===== config.mk =====
export PLATFORM = sky130hd
export DESIGN_NAME = memmap_cs_decoder
export DESIGN_NICKNAME = d
export VERILOG_FILES = /design/src/rtl/memmap_pkg.sv /design/src/rtl/memmap_dec3to8.sv /design/src/rtl/memmap_sel_ctrl.sv /design/src/rtl/memmap_out_dp.sv /design/src/rtl/memmap_cs_decoder.sv
export SDC_FILE = /design/constraint.sdc
export NUM_CORES = 1
export LEC_CHECK = 0
export BUFFER_PORTS_ARGS = -buffer_cell sky130_fd_sc_hd__buf_2
export CAP_MARGIN = 20
export CORE_AREA = 4 4 41 43
export DETAILED_ROUTE_END_ITERATION = 8
export DIE_AREA = 0 0 45 47
export SLEW_MARGIN = 5
export SYNTH_ARGS = -nofsm -noshare
export SYNTH_HDL_FRONTEND = slang
export SYNTH_SLANG_ARGS = --single-unit

===== constraint.sdc =====
create_clock -name clk -period 2.03 [get_ports clk]
set_clock_uncertainty 0.1 [all_clocks]
set_input_delay 0.609 -clock clk [delete_from_list [all_inputs] [get_ports clk]]
set_output_delay 0.609 -clock clk [all_outputs]
set_load 0.05 [all_outputs]

===== src/rtl/memmap_pkg.sv =====
package memmap_pkg;
  localparam int ADDR_W   = 16;
  localparam int STAGE_W  = 3;
  localparam int TOP_LSB  = ADDR_W - STAGE_W;
  localparam int SUB_LSB  = TOP_LSB - STAGE_W;
  localparam int STAGE_N  = 1 << STAGE_W;

  // first-stage block numbers
  localparam int LOWINT_BLK  = 0;
  localparam int ROM1_BLK    = 1;
  localparam int RAM_BLK_A   = 2;
  localparam int RAM_BLK_B   = 3;
  localparam int SUB_BLK     = 4;
  localparam int EEP_BLK     = 5;
  localparam int TOPINT_BLK  = 7;

  // second-stage slot numbers
  localparam int ROM2_SLOT = 0;
  localparam int ADC_SLOT  = 1;
  localparam int LCD_SLOT  = 2;

  typedef struct packed {
    logic access;
    logic internalHit;
    logic ram;
    logic rom1;
    logic rom2;
    logic adc;
    logic lcd;
  } selStrobe_t;
endpackage


===== src/rtl/memmap_dec3to8.sv =====
module memmap_dec3to8 #(
  parameter int SEL_W = 3,
  localparam int OUT_N = 1 << SEL_W
) (
  input  logic             en,
  input  logic [SEL_W-1:0] code,
  output logic [OUT_N-1:0] yN
);
  for (genvar i = 0; i < OUT_N; i++) begin : g_out
    assign yN[i] = ~(en && (code == SEL_W'(i)));
  end
endmodule


===== src/rtl/memmap_sel_ctrl.sv =====
module memmap_sel_ctrl
  import memmap_pkg::*;
(
  input  logic [ADDR_W-1:0] addr,
  input  logic              addrValid,
  output selStrobe_t        strobes
);
  logic [STAGE_N-1:0] blkN;
  logic [STAGE_N-1:0] subN;
  logic lowPageHit, regWinHit, eepHit;
  logic unusedLowBits;
  logic unusedSpareSlots;

  memmap_dec3to8 #(.SEL_W(STAGE_W)) u_stageTop (
    .en   (addrValid),
    .code (addr[ADDR_W-1:TOP_LSB]),
    .yN   (blkN)
  );

  memmap_dec3to8 #(.SEL_W(STAGE_W)) u_stageSub (
    .en   (~blkN[SUB_BLK]),
    .code (addr[TOP_LSB-1:SUB_LSB]),
    .yN   (subN)
  );

  // on-chip windows inside their 8 KB blocks
  assign lowPageHit = (addr[TOP_LSB-1:8] == '0);
  assign regWinHit  = (addr[TOP_LSB-1:6] == 7'b1000000);
  assign eepHit     = (addr[TOP_LSB-1:9] == 4'b1011);

  assign unusedLowBits    = ^addr[5:0];
  assign unusedSpareSlots = &subN;

  always_comb begin
    strobes.access      = addrValid;
    strobes.internalHit = ~blkN[TOPINT_BLK]
                        | (~blkN[LOWINT_BLK] & (lowPageHit | regWinHit))
                        | (~blkN[EEP_BLK] & eepHit);
    // negative-logic OR of two 8 KB selects
    strobes.ram  = ~(blkN[RAM_BLK_A] & blkN[RAM_BLK_B]);
    strobes.rom1 = ~blkN[ROM1_BLK];
    strobes.rom2 = ~subN[ROM2_SLOT];
    strobes.adc  = ~subN[ADC_SLOT];
    strobes.lcd  = ~subN[LCD_SLOT];
  end
endmodule


===== src/rtl/memmap_out_dp.sv =====
module memmap_out_dp
  import memmap_pkg::*;
#(
  parameter bit REG_OUT = 1'b1,
  localparam int SEL_N = 5
) (
  input  logic             clk,
  input  logic             rstN,
  input  selStrobe_t       strobes,
  output logic [SEL_N-1:0] selN,
  output logic             unmapped
);
  logic [SEL_N-1:0] selNNext;
  logic             unmNext;
  logic             anyDev;

  assign anyDev   = strobes.ram | strobes.rom1 | strobes.rom2 | strobes.adc | strobes.lcd;
  assign selNNext = ~{strobes.ram, strobes.rom1, strobes.rom2, strobes.adc, strobes.lcd};
  assign unmNext  = strobes.access & ~strobes.internalHit & ~anyDev;

  if (REG_OUT) begin : g_reg
    always_ff @(posedge clk or negedge rstN) begin
      if (!rstN) begin
        selN     <= '1;
        unmapped <= 1'b0;
      end else begin
        selN     <= selNNext;
        unmapped <= unmNext;
      end
    end
  end else begin : g_comb
    assign selN     = selNNext;
    assign unmapped = unmNext;
  end
endmodule


===== src/rtl/memmap_cs_decoder.sv =====
module memmap_cs_decoder
  import memmap_pkg::*;
#(
  parameter bit REG_OUT = 1'b1
) (
  input  logic              clk,
  input  logic              rstN,
  input  logic [ADDR_W-1:0] addr,
  input  logic              addrValid,
  output logic              ramSelN,
  output logic              rom1SelN,
  output logic              rom2SelN,
  output logic              adcSelN,
  output logic              lcdSelN,
  output logic              unmapped
);
  selStrobe_t strobes;
  logic [4:0] selN;

  memmap_sel_ctrl u_ctrl (
    .addr      (addr),
    .addrValid (addrValid),
    .strobes   (strobes)
  );

  memmap_out_dp #(.REG_OUT(REG_OUT)) u_dp (
    .clk      (clk),
    .rstN     (rstN),
    .strobes  (strobes),
    .selN     (selN),
    .unmapped (unmapped)
  );

  assign {ramSelN, rom1SelN, rom2SelN, adcSelN, lcdSelN} = selN;
endmodule


; ---- Word-level counts from Yosys, hierarchy flattened
; Cells that the tools add are included.
[totals]
register_bits = 6
latch_bits = 0
mem_bits_rw = 0
mem_bits_ro = 0
in_bits = 19
wordCells = 43
n_memories = 0
[op_classes]
addsub = 0
multipliers = 0
div = 0
magnitude_cmp = 0
n_eq_ne = 10
shifts = 0
mux = 0
bitwise = 18
reduce_logical = 13
[ops]
columns = op, count
row1 = $logic_and 1x1->1, 10
row2 = $eq 3x2->1 const B, 3
row3 = $eq 3x3->1 const B, 3
row4 = $eq 7x7->1 const B, 1
row5 = $or 1x1->1, 7
row6 = $eq 3x1->1 const B, 2
row7 = $logic_not 3->1, 2
row8 = $and 1x1->1, 5
row9 = $logic_not 5->1, 1
row10 = $not 1->1, 5
row11 = $not 5->5, 1
row12 = $eq 4x4->1 const B, 1

; ---- Longest topological paths before layout
[depth]
depth_word = 11
mapped_depth = 3
ltp_nobuf = 3

; ---- Hierarchy
; Synthesis repeated with hierarchy kept, for this count alone.
[hier_totals]
hier_cells = 41
hier_area_um2 = 419.2
[by_module_without_submodules]
columns = module, n_inst, cells_per_inst, area_per_inst_um2
row1 = memmap_out_dp, 1, 13, 197.7
row2 = memmap_dec3to8, 2, 8, 76.3
row3 = memmap_sel_ctrl, 1, 12, 68.8

; ---- Worst setup path after synthesis
; No wires, ideal clock.
[synth_timing]
kind = input port to flip-flop
from = in addr[14]
to = reg u_dp.unmapped
t_arrival_ps = 1211
setup_slack_ps = 598
path_stages = 3
path_buffers = 0
path_cell_list = nand4bb_1 -> nor3_1 -> and4b_1
[synth_between]
elab_chain_len = 11
word_cells_on_any_way = 33
[synth_lines]
columns = element, line_no
row1 = from (decl), memmap_cs_decoder.sv:8  ; input logic [ADDR_W-1:0] addr,
row2 = $eq 3x2->1, memmap_dec3to8.sv:10  ; assign yN[i] = ~(en && (code == SEL_W'(i)));
row3 = $logic_and 1x1->1, memmap_dec3to8.sv:10
row4 = $not 1->1, memmap_dec3to8.sv:10
row5 = $and 1x1->1, memmap_sel_ctrl.sv:40  ; strobes.ram = ~(blkN[RAM_BLK_A] & blkN[RAM_BLK_B]);
row6 = $not 1->1, memmap_sel_ctrl.sv:40
row7 = $or 1x1->1 (4 in series), memmap_out_dp.sv:17  ; assign anyDev = strobes.ram | strobes.rom1 | strobes.rom2 | strobes.adc | strobes.lcd;
row8 = $not 1->1, memmap_out_dp.sv:19  ; assign unmNext = strobes.access & ~strobes.internalHit & ~anyDev;
row9 = $and 1x1->1 (*), memmap_out_dp.sv:19
row10 = named net u_dp.unmNext, memmap_out_dp.sv:14  ; logic unmNext;
row11 = to (signal assigned), memmap_out_dp.sv:28  ; unmapped <= unmNext;
row12 = to (decl), memmap_out_dp.sv:11  ; output logic unmapped
; Mark *: on every way through the listed nets, which the timed path passes. The rest lies on a longest branch.

; ---- Worst setup path after layout
[layout_timing]
from = reg u_dp.selN[1]
to = out adcSelN
[layout_rtl]
columns = element, line_no
row1 = from (decl), memmap_out_dp.sv:10  ; output logic [SEL_N-1:0] selN,
row2 = from (signal assigned), memmap_out_dp.sv:27  ; selN <= selNNext;
row3 = to (decl), memmap_cs_decoder.sv:13  ; output logic adcSelN,
; No word-level cell between the ends.

==> flow_summary.yaml <==
outcome:
  status: "completed"
yosys:
  syn_area_um2: 288
  synthTopCellsByArea: "dfstp_2 46%, dfrtp_1 8.7%, and4b_1 7.0%"
  syn_inst: 24
  ys_ff_latch: 6
  yosysMostFrequentCell: "dfstp_2"
  yosysUniqueCellTypes: 14
  synth_top_cell_by_area: "dfstp_2"
  synth_edf_count: 0
  seq_area_frac_synth_pct: 54.3
  yosys_warnings: 0
  synth.top_cells.by_count: "5 x dfstp_2, 3 x nor3_1"
  synth-main-ff-cell: "dfstp_2"
  synthDominantCellAreaShare_pct: 45.7
  synth_nets: 43
  synth.avg_cell_area_um2: 12.0
  async_flop_share_pct: 100
die:
  start_util_pct: 22.1
  rows: 13
  die_h_um: 47
  die_area_um2: 2120
  io_pins: 25
  die_x_um: 45
  core-area_um2: 1300
clock_network:
  cts.path.max_buffers: 2
  hold_buffers: 0
  cts_made_buffers: 3
  cts.sinks: 6
  cts_tree: "built"
  ctsResizeCount: 0
  cts_root_buffer: "clkbuf_4"
  htree_levels: 1
  clkTransAtPathRegs_ns: 0.05
  cts_setup_buffers: 0
route:
  vias: 274
  wl_per_cell_um: 10.2
  via_per_inst: 4.49
  initialDrtViolationCount: 0
  drtPass1Iterations: 1
  drc_errors: 0
  ant_nets: 0
  wirelength_um: 622
setup_path:
  critPathTopFamily: "flip-flops"
  slowest_delay_ns: 0.51
  crit_path_cell_trace: "buf_2"
  critical-path-slowest-cell: "dfstp_2"
  start_kind: "register"
  critPathMaxFanout: 1
  cp.depth: 1
  cp.required_ns: 1.32
  critical_path_buf_inv_count: 1
  cp.arrival_ns: 1.00
  endpoint_kind: "primary output"
  crit_type: "register to primary output"
grt:
  grt_first_pass_wirelength_mm: 1.09
  grtUsageTotal_pct: 7.56
  grt_overflow: 0
  grt_max_degree: 8
  antenna_found_initial: 0
  grt_pass1_vias: 275
place:
  dpl_cell_area_um2: 397
  io_buffers: 18
  routabilityCongestion: 0.796
timing:
  min_period_ns: 1.71
  fmax_mhz: 584
  finalSetupTns_ns: 0
  fin_crit_sh_pct: 84.3
  timing.hold.ws_ns: 0.0713
  rsz0062_at_grt: "no"
  tightest_slew_ns: 0.294
  slew_violations: 0
  relSlewSlack_pct: 80.3
  hold_violations: 0
  setup_viol: 0
layout:
  stdcell_area_um2: 423
  nets: 66
  insertedDiodeCount: 0
  drive_above_1_share_pct: 60.9
  area_growth_pct: 47.0
power:
  finalPower_mw: 0.287
  ir_drop_v: 0.000172
  p_leak_nw: 0.184
  power_density_nw_per_um2: 678
flow_run:
  cap_violations: 0
hold_path:
  hold_path_class: "input port to asynchronous set/reset pin"
## through the flow
step	instances	util, %	setup slack [ns]
after floorplan	24	-	0.598
after global placement	57	30.5	0.382
after detailed placement	57	30.5	0.372
after CTS	61	32.5	0.306
after global routing	61	32.5	0.293
final	61	32.5	0.319
## worst paths after layout
path	start	end	slack [ns]
max	u_dp.selN[1]	adcSelN	0.32
min	rstN	u_dp.unmapped	0.07
max in group asynchronous	rstN	u_dp.selN[2]	1.53
min in group clk	addr[14]	u_dp.selN[4]	0.44
## state kept, by name, indices dropped and copies added (netlist names)
| register | flops |
|---|---|
| u_dp.selN | 5 |
| u_dp.unmapped | 1 |
## cells in the final DEF, fill, tap and decap left out
cell type | synthesis | final
o2111ai_1 | 1 | 1
and4b_1 | 2 | 2
nand4bb_1 | 1 | 1
or2b_1 | 1 | 1
buf_2 | 0 | 18
o22ai_1 | 1 | 1
o31ai_1 | 1 | 1
and2b_2 | 2 | 2
nand2_1 | 2 | 2
nor3_1 | 3 | 3
dfstp_2 | 5 | 5
nand2b_1 | 2 | 2
dfrtp_1 | 1 | 1
clkbuf_1 | 0 | 1
clkbuf_4 | 0 | 3
nand3b_1 | 1 | 1
or4b_1 | 1 | 1
## cell type report
class	count	area, um2
fill	157	878
timing repair buffer	18	90.1
clock buffer	4	26.3
multi-input combinational	18	131
sequential	6	156
tap	15	18.8
## power breakdown
group          internal [mW]  switching, mW
Combinational         0.0185         0.0267
Sequential             0.125       0.000682
Clock                 0.0744         0.0420
## layer usage
layer  routed length [um]  vias to the layer above  GRT usage, %
met5                    0                        -             0
met4                   25                        0          8.77
met3                  121                        4          2.68
met2                  231                       21          10.5
met1                  244                      114          8.37
li1                     -                      135             -
## kinds of logic (layout without fill, tap and decap cells)
logic type      after synthesis  in the layout  synth area share (%)
buf+inv                       0             22                     0
flops                         6              6                  54.3
simple gates                 15             15                  37.8
compound gates                3              3                  7.83
Power figures use the tool's default switching activity.
